===== src/rtl/cpu8_pkg.sv =====
package cpu8_pkg;

    localparam int DW = 8;
    localparam int AW = 16;

    typedef enum logic [5:0] {
        OPC_NOP = 6'h00, OPC_JMP = 6'h01, OPC_JZ  = 6'h02, OPC_JNZ = 6'h03,
        OPC_CALL = 6'h04, OPC_RET = 6'h05, OPC_PUSH = 6'h06, OPC_POP = 6'h07,
        OPC_LDI = 6'h08, OPC_STR = 6'h09, OPC_LDR = 6'h0A, OPC_ADD = 6'h0B,
        OPC_SUB = 6'h0C, OPC_MUL = 6'h0D, OPC_DIV = 6'h0E, OPC_SHL = 6'h0F,
        OPC_SHR = 6'h10, OPC_AND = 6'h11, OPC_OR  = 6'h12, OPC_INC = 6'h13,
        OPC_CLZ = 6'h14, OPC_CLR = 6'h15
    } opcode_e;

    typedef enum logic [3:0] {
        K_NOP, K_JMP, K_JZ, K_JNZ, K_CALL, K_RET, K_PUSH, K_POP,
        K_LDI, K_STR, K_ALU, K_CLZ, K_CLR
    } kind_e;

    typedef enum logic [3:0] {
        A_MOV, A_ADD, A_SUB, A_MUL, A_DIV, A_SHL, A_SHR, A_AND, A_OR, A_INC
    } alu_e;

    typedef struct packed {
        kind_e kind;
        alu_e  op;
        logic  sel_c;
    } dec_t;

    typedef enum logic [3:0] {
        S_FETCH, S_DECODE, S_OPHI, S_OPLO, S_EXEC, S_IMM,
        S_CALLLO, S_CALLHI, S_RETHI, S_RETLO, S_POPRD
    } state_e;

endpackage


===== src/rtl/cpu8_decode.sv =====
module cpu8_decode
    import cpu8_pkg::*;
(
    input  logic [DW-1:0] instr,
    output dec_t          dec
);

    always_comb begin
        dec.kind  = K_NOP;
        dec.op    = A_MOV;
        dec.sel_c = |instr[DW-1:DW-2];
        case (instr[5:0])
            OPC_JMP:  dec.kind = K_JMP;
            OPC_JZ:   dec.kind = K_JZ;
            OPC_JNZ:  dec.kind = K_JNZ;
            OPC_CALL: dec.kind = K_CALL;
            OPC_RET:  dec.kind = K_RET;
            OPC_PUSH: dec.kind = K_PUSH;
            OPC_POP:  dec.kind = K_POP;
            OPC_LDI:  dec.kind = K_LDI;
            OPC_STR:  dec.kind = K_STR;
            OPC_CLZ:  dec.kind = K_CLZ;
            OPC_CLR:  dec.kind = K_CLR;
            OPC_LDR:  begin dec.kind = K_ALU; dec.op = A_MOV; end
            OPC_ADD:  begin dec.kind = K_ALU; dec.op = A_ADD; end
            OPC_SUB:  begin dec.kind = K_ALU; dec.op = A_SUB; end
            OPC_MUL:  begin dec.kind = K_ALU; dec.op = A_MUL; end
            OPC_DIV:  begin dec.kind = K_ALU; dec.op = A_DIV; end
            OPC_SHL:  begin dec.kind = K_ALU; dec.op = A_SHL; end
            OPC_SHR:  begin dec.kind = K_ALU; dec.op = A_SHR; end
            OPC_AND:  begin dec.kind = K_ALU; dec.op = A_AND; end
            OPC_OR:   begin dec.kind = K_ALU; dec.op = A_OR;  end
            OPC_INC:  begin dec.kind = K_ALU; dec.op = A_INC; end
            default:  dec.kind = K_NOP;
        endcase
    end

endmodule


===== src/rtl/cpu8_alu.sv =====
module cpu8_alu
    import cpu8_pkg::*;
#(
    parameter int W = DW
) (
    input  alu_e         op,
    input  logic [W-1:0] a,
    input  logic [W-1:0] b,
    output logic [W-1:0] y
);

    localparam int           SH_W  = $clog2(W);
    localparam logic [W-1:0] SH_LIM = W[W-1:0];

    logic [2*W-1:0] prod;

    always_comb begin
        prod = {{W{1'b0}}, a} * {{W{1'b0}}, b};
        case (op)
            A_MOV:   y = b;
            A_ADD:   y = a + b;
            A_SUB:   y = a - b;
            A_MUL:   y = prod[W-1:0];
            A_DIV:   y = (b == '0) ? a : a / b;
            A_SHL:   y = (b >= SH_LIM) ? '0 : a << b[SH_W-1:0];
            A_SHR:   y = (b >= SH_LIM) ? '0 : a >> b[SH_W-1:0];
            A_AND:   y = a & b;
            A_OR:    y = a | b;
            A_INC:   y = a + W'(1);
            default: y = a;
        endcase
    end

    always_comb begin
        if (op == A_DIV && b == '0)
            AST_DIV0_KEEP: assert (y == a) else $error("divide by zero altered operand");
        if ((op == A_SHL || op == A_SHR) && b >= SH_LIM)
            AST_WIDE_SHIFT: assert (y == '0) else $error("wide shift not zero");
    end

endmodule


===== src/rtl/cpu8_seq.sv =====
module cpu8_seq
    import cpu8_pkg::*;
#(
    parameter logic [AW-1:0] STACK_BASE = 16'h0300
) (
    input  logic          clk,
    input  logic          rst_n,
    input  dec_t          dec,
    input  logic [DW-1:0] mem_rdata,
    output logic [AW-1:0] mem_addr,
    output logic          mem_rd,
    output logic          mem_wr,
    output logic [DW-1:0] mem_wdata,
    output alu_e          alu_op,
    output logic [DW-1:0] alu_a,
    output logic [DW-1:0] alu_b,
    input  logic [DW-1:0] alu_y,
    output logic          instr_done,
    output logic [AW-1:0] dbg_pc,
    output logic [AW-1:0] dbg_sp,
    output logic [DW-1:0] dbg_acc,
    output logic [DW-1:0] dbg_b,
    output logic [DW-1:0] dbg_c,
    output logic          dbg_zero
);

    localparam int HB = DW;

    typedef struct packed {
        state_e        st;
        logic [AW-1:0] pc;
        logic [AW-1:0] sp;
        logic [AW-1:0] ar;
        logic [DW-1:0] tr;
        logic [DW-1:0] acc;
        logic [DW-1:0] rb;
        logic [DW-1:0] rc;
        logic          zf;
        logic          done;
        dec_t          dec;
    } regs_t;

    regs_t q_q, q_d;

    assign alu_op = q_q.dec.op;
    assign alu_a  = q_q.acc;
    assign alu_b  = q_q.dec.sel_c ? q_q.rc : q_q.rb;

    always_comb begin
        q_d       = q_q;
        q_d.done  = 1'b0;
        mem_rd    = 1'b0;
        mem_wr    = 1'b0;
        mem_addr  = q_q.pc;
        mem_wdata = q_q.acc;
        case (q_q.st)
            S_FETCH: begin
                mem_rd  = 1'b1;
                q_d.ar  = q_q.pc;
                q_d.pc  = q_q.pc + AW'(1);
                q_d.st  = S_DECODE;
            end
            S_DECODE: begin
                q_d.dec = dec;
                case (dec.kind)
                    K_JMP, K_JZ, K_JNZ, K_CALL, K_LDI: begin
                        mem_rd = 1'b1;
                        q_d.pc = q_q.pc + AW'(1);
                        q_d.st = (dec.kind == K_LDI) ? S_IMM : S_OPHI;
                    end
                    K_RET, K_POP: begin
                        mem_rd   = 1'b1;
                        mem_addr = q_q.sp - AW'(1);
                        q_d.sp   = q_q.sp - AW'(1);
                        q_d.st   = (dec.kind == K_RET) ? S_RETHI : S_POPRD;
                    end
                    default: q_d.st = S_EXEC;
                endcase
            end
            S_OPHI: begin
                q_d.tr = mem_rdata;
                mem_rd = 1'b1;
                q_d.pc = q_q.pc + AW'(1);
                q_d.st = S_OPLO;
            end
            S_OPLO: begin
                q_d.ar = {q_q.tr, mem_rdata};
                q_d.st = (q_q.dec.kind == K_CALL) ? S_CALLLO : S_EXEC;
            end
            S_CALLLO: begin
                mem_wr    = 1'b1;
                mem_addr  = q_q.sp;
                mem_wdata = q_q.pc[HB-1:0];
                q_d.sp    = q_q.sp + AW'(1);
                q_d.st    = S_CALLHI;
            end
            S_CALLHI: begin
                mem_wr    = 1'b1;
                mem_addr  = q_q.sp;
                mem_wdata = q_q.pc[AW-1:HB];
                q_d.sp    = q_q.sp + AW'(1);
                q_d.pc    = q_q.ar;
                q_d.done  = 1'b1;
                q_d.st    = S_FETCH;
            end
            S_RETHI: begin
                q_d.tr   = mem_rdata;
                mem_rd   = 1'b1;
                mem_addr = q_q.sp - AW'(1);
                q_d.sp   = q_q.sp - AW'(1);
                q_d.st   = S_RETLO;
            end
            S_RETLO: begin
                q_d.pc   = {q_q.tr, mem_rdata};
                q_d.done = 1'b1;
                q_d.st   = S_FETCH;
            end
            S_POPRD, S_IMM: begin
                q_d.acc  = mem_rdata;
                q_d.done = 1'b1;
                q_d.st   = S_FETCH;
            end
            S_EXEC: begin
                q_d.done = 1'b1;
                q_d.st   = S_FETCH;
                case (q_q.dec.kind)
                    K_JMP: q_d.pc = q_q.ar;
                    K_JZ:  if (q_q.zf)  q_d.pc = q_q.ar;
                    K_JNZ: if (!q_q.zf) q_d.pc = q_q.ar;
                    K_PUSH: begin
                        mem_wr   = 1'b1;
                        mem_addr = q_q.sp;
                        q_d.sp   = q_q.sp + AW'(1);
                    end
                    K_STR: begin
                        if (q_q.dec.sel_c) q_d.rc = q_q.acc;
                        else               q_d.rb = q_q.acc;
                    end
                    K_ALU: begin
                        q_d.acc = alu_y;
                        if (q_q.dec.op != A_MOV) q_d.zf = (alu_y == '0);
                    end
                    K_CLZ: begin
                        q_d.acc = '0;
                        q_d.zf  = 1'b1;
                    end
                    K_CLR: q_d.acc = '0;
                    default: ;
                endcase
            end
            default: q_d.st = S_FETCH;
        endcase
    end

    always_ff @(posedge clk or negedge rst_n) begin
        if (!rst_n) begin
            q_q.st   <= S_FETCH;
            q_q.pc   <= '0;
            q_q.sp   <= STACK_BASE;
            q_q.ar   <= '0;
            q_q.tr   <= '0;
            q_q.acc  <= '0;
            q_q.rb   <= '0;
            q_q.rc   <= '0;
            q_q.zf   <= 1'b0;
            q_q.done <= 1'b0;
            q_q.dec  <= '{kind: K_NOP, op: A_MOV, sel_c: 1'b0};
        end else begin
            q_q <= q_d;
        end
    end

    assign instr_done = q_q.done;
    assign dbg_pc     = q_q.pc;
    assign dbg_sp     = q_q.sp;
    assign dbg_acc    = q_q.acc;
    assign dbg_b      = q_q.rb;
    assign dbg_c      = q_q.rc;
    assign dbg_zero   = q_q.zf;

    AST_NO_RW_CLASH: assert property (@(posedge clk) disable iff (!rst_n)
        !(mem_rd && mem_wr)) else $error("read and write together");
    AST_DONE_PULSE: assert property (@(posedge clk) disable iff (!rst_n)
        instr_done |=> !instr_done) else $error("done wider than one cycle");
    AST_FETCH_STEP: assert property (@(posedge clk) disable iff (!rst_n)
        instr_done |=> (dbg_pc == $past(dbg_pc) + AW'(1))) else $error("fetch did not advance PC");
    AST_WRITE_BUMPS_SP: assert property (@(posedge clk) disable iff (!rst_n)
        mem_wr |=> (dbg_sp == $past(dbg_sp) + AW'(1))) else $error("stack write without SP step");
    AST_ZERO_TRACKS: assert property (@(posedge clk) disable iff (!rst_n)
        (instr_done && q_q.dec.kind == K_ALU && q_q.dec.op != A_MOV)
            |-> (dbg_zero == (dbg_acc == '0))) else $error("zero flag stale");
    AST_CLZ_RESULT: assert property (@(posedge clk) disable iff (!rst_n)
        (instr_done && q_q.dec.kind == K_CLZ) |-> (dbg_zero && dbg_acc == '0)) else $error("CLZ result");

endmodule


===== src/rtl/cpu8_core.sv =====
module cpu8_core
    import cpu8_pkg::*;
#(
    parameter logic [15:0] STACK_BASE = 16'h0300
) (
    input  logic        clk,
    input  logic        rst_n,
    output logic [15:0] mem_addr,
    output logic        mem_rd,
    output logic        mem_wr,
    output logic [7:0]  mem_wdata,
    input  logic [7:0]  mem_rdata,
    output logic        instr_done,
    output logic [15:0] dbg_pc,
    output logic [15:0] dbg_sp,
    output logic [7:0]  dbg_acc,
    output logic [7:0]  dbg_b,
    output logic [7:0]  dbg_c,
    output logic        dbg_zero
);

    dec_t          dec;
    alu_e          alu_op;
    logic [DW-1:0] alu_a, alu_b, alu_y;

    cpu8_decode u_decode (
        .instr (mem_rdata),
        .dec   (dec)
    );

    cpu8_alu #(.W(DW)) u_alu (
        .op (alu_op),
        .a  (alu_a),
        .b  (alu_b),
        .y  (alu_y)
    );

    cpu8_seq #(.STACK_BASE(STACK_BASE)) u_seq (
        .clk        (clk),
        .rst_n      (rst_n),
        .dec        (dec),
        .mem_rdata  (mem_rdata),
        .mem_addr   (mem_addr),
        .mem_rd     (mem_rd),
        .mem_wr     (mem_wr),
        .mem_wdata  (mem_wdata),
        .alu_op     (alu_op),
        .alu_a      (alu_a),
        .alu_b      (alu_b),
        .alu_y      (alu_y),
        .instr_done (instr_done),
        .dbg_pc     (dbg_pc),
        .dbg_sp     (dbg_sp),
        .dbg_acc    (dbg_acc),
        .dbg_b      (dbg_b),
        .dbg_c      (dbg_c),
        .dbg_zero   (dbg_zero)
    );

endmodule


===== config.mk =====
export PLATFORM = sky130hd
export DESIGN_NAME = cpu8_core
export DESIGN_NICKNAME = d
export VERILOG_FILES = /design/src/rtl/cpu8_pkg.sv /design/src/rtl/cpu8_decode.sv /design/src/rtl/cpu8_alu.sv /design/src/rtl/cpu8_seq.sv /design/src/rtl/cpu8_core.sv
export SDC_FILE = /design/constraint.sdc
export NUM_CORES = 1
export LEC_CHECK = 0
export BUFFER_PORTS_ARGS = -buffer_cell sky130_fd_sc_hd__buf_2
export CORE_ASPECT_RATIO = 1.4
export CORE_MARGIN = 3
export CORE_UTILIZATION = 50
export CTS_CLUSTER_DIAMETER = 30
export DETAILED_ROUTE_END_ITERATION = 16
export GPL_TIMING_DRIVEN = 1
export PLACE_DENSITY = 0.69
export SKIP_CTS_REPAIR_TIMING = 1
export SLEW_MARGIN = 20
export SYNTH_ARGS = -nofsm -noshare
export SYNTH_HDL_FRONTEND = slang
export SYNTH_SLANG_ARGS = --single-unit

===== constraint.sdc =====
create_clock -name clk -period 21.8 [get_ports clk]
set_input_delay 2.18 -clock clk [delete_from_list [all_inputs] [get_ports clk]]
set_output_delay 2.18 -clock clk [all_outputs]
set_load 0.02 [all_outputs]

==> flow_summary.json <==
{
  "status": "finished, final reports clean",
  "min_path_cells": 2,
  "synth.top_cells.by_area": "dfrtp_1 23%, ha_1 8.6%, o21ai_0 5.6%",
  "ys_seq_area_frac": 0.232,
  "cp.arrival_ns": 13.56,
  "crit_path_end_kind": "register",
  "fmax_mhz": 75.3,
  "grt_max_degree": 70,
  "clock-sinks": 95,
  "finalSetupViolCount": 0,
  "rows": 61,
  "clockBufferDepth": 2,
  "die-width_um": 127,
  "drc": 0,
  "via_per_inst": 6.45,
  "slowest_delay_ns": 0.75,
  "place.port_buffers": 93,
  "grt_pass1_vias": 9863,
  "hp-class": "register to register",
  "r2r-end": "u_seq.dbg_zero",
  "start_kind": "register",
  "synthesis.nets": 1388,
  "antennaDiodeCount": 0,
  "final_cells": 1535,
  "slew-limit-headroom": 0.296,
  "final_hold_viol_count": 0,
  "drtAntennaViolNets": 0,
  "dp_hpwl_mm": 24.9,
  "path_class": "register to register",
  "synth_common_cells": "126 x nand2_1, 117 x nor2_1, 114 x o21ai_0",
  "clkTransAtPathRegs_ns": 0.07,
  "fp.dieArea_mm2": 0.0222,
  "yosysTopAreaCellShare": 0.227,
  "wl_per_cell_um": 21.8,
  "area_delta_synth_final_pct": 4.60,
  "avgSynthCellArea_um2": 7.90,
  "grt.overflow.total": 0,
  "vias": 9897,
  "synthCells": 1295,
  "synth_edf_count": 0,
  "clk_latency_ns": 0.35,
  "crit_slowest_cell": "dfrtp_1",
  "drt_pass1_iterations": 5,
  "ys_async_sr_fraction": 1.00,
  "yosys_warnings": 0,
  "slew_viol_final": 0,
  "ys.flop_type": "dfrtp_1",
  "cts_tree": "yes",
  "ys_ff_latch": 95,
  "cts_buffers": 9,
  "dp_cells": 1519,
  "core_area_mm2": 0.0200,
  "finClkSkew_ns": 0.00935,
  "fin_crit_ns": 13.28,
  "final.setup.tns_ns": 0,
  "tightest_slew_ns": 1.05,
  "rrSetupSlack_ns": 8.52,
  "rsz0062_at_grt": "no",
  "clockRootBuffer": "clkbuf_16",
  "worstRegToRegCells": 46,
  "floorplan.initialDensity": 0.512,
  "post-route-period-util": 0.609,
  "grt_pass1_wl_mm": 53.8,
  "synth_area_mm2": 0.0102,
  "htreeDepth": 3,
  "synth.distinct_cells": 88,
  "pin_count": 94,
  "synth_top_area_cell": "dfrtp_1",
  "drt_iter0_markers": 692,
  "r2r_start": "u_seq.q_q[0]",
  "wl_mm": 33.5,
  "min_to": "u_seq.q_q[55]",
  "fillers": 1979,
  "die_y_um": 175,
  "cap_viol_max_count": 0,
  "layout-drive-gt1-share": 0.156,
  "globalplace.congestion": 0.968,
  "hold_start": "u_seq.q_q[55]",
  "final_nets": 1371,
  "yosysMostFrequentCell": "nand2_1",
  "antenna_found_initial": 0,
  "grt_usage": 0.303,
  "critPathMaxFanout": 21,
  "crit_required_ns": 22.08
}
worst max-delay path by stage:
stage / from / endpoint / slack, ns
5_1_grt: u_seq.q_q[0] / u_seq.dbg_zero / 7.42
3_5_place_dp: u_seq.q_q[0] / u_seq.dbg_zero / 8.35
3_3_place_gp: u_seq.q_q[0] / u_seq.dbg_zero / 8.81
4_1_cts: u_seq.q_q[0] / u_seq.dbg_zero / 8.30
2_1_floorplan: u_seq.q_q[0] / u_seq.dbg_zero / 10.16
6_report: u_seq.q_q[0] / u_seq.dbg_zero / 8.52
registers in the layout, summed over array words and instances (netlist names):
name and flops:
u_seq.alu_a 8, u_seq.alu_op 4, u_seq.dbg_b 8, u_seq.dbg_c 8, u_seq.dbg_pc 16, u_seq.dbg_sp 16, u_seq.dbg_zero 1, u_seq.instr_done 1
u_seq.q_q 33
through the flow:
| stage | util | hold WS (ns) | instance area, um^2 | setup WS [ns] |
|---|---|---|---|---|
| finish | 0.535 | 0.488 | 10700 | 8.52 |
| global route | 0.535 | 0.529 | 10700 | 7.42 |
| CTS | 0.535 | 0.488 | 10700 | 8.30 |
| detailed placement | 0.520 | 0.472 | 10400 | 8.35 |
| global placement | 0.520 | 0.463 | 10400 | 8.81 |
| floorplan | - | 0.451 | 10200 | 10.16 |
critical path: cells and delay by family (launching register included):
family	cells	cell delay, ns
compound gates	29	6.90
mux	5	2.01
flops	1	0.75
fa+ha+maj	7	2.25
simple gates	4	0.68
buf+inv	1	0.62
layout make-up:
type,count,area [um^2],share of cell area
tap,252,315,0.0294
sequential,95,2380,0.222
clock inverter,5,65.1,0.00608
multi-input combinational,1004,6880,0.643
inverter,56,210,0.0196
clock buffer,11,243,0.0227
timing repair buffer,112,611,0.0570
metal layers:
metal,share of wire,track usage
met3,0.062,0.0435
met2,0.50,0.524
met1,0.37,0.344
met5,0,0
met4,0.073,0.201
kinds of logic (layout without fill, tap and decap cells):
kind of cell	count (synthesis)	count (layout)	synth area share
simple gates	442	442	0.212
compound gates	355	355	0.226
buf+inv	196	184	0.0964
flops	95	95	0.232
fa+ha+maj	83	83	0.111
mux	73	73	0.0776
xor+xnor	51	51	0.0450
cell usage in the layout (no fill, tap or decap), drive strengths merged, types with 18 or more instances in the layout:
master,count
inv,56
or3,18
dfrtp,93
mux2,41
a21oi,74
xnor2,31
nand3,27
o21a,19
mux2i,31
nand2,127
o21ai,118
buf,112
xor2,19
nor2,117
nor3,46
ha,70
Power is not shown: default switching activity piles up to over one toggle a cycle in this logic, so the estimate is an artifact.
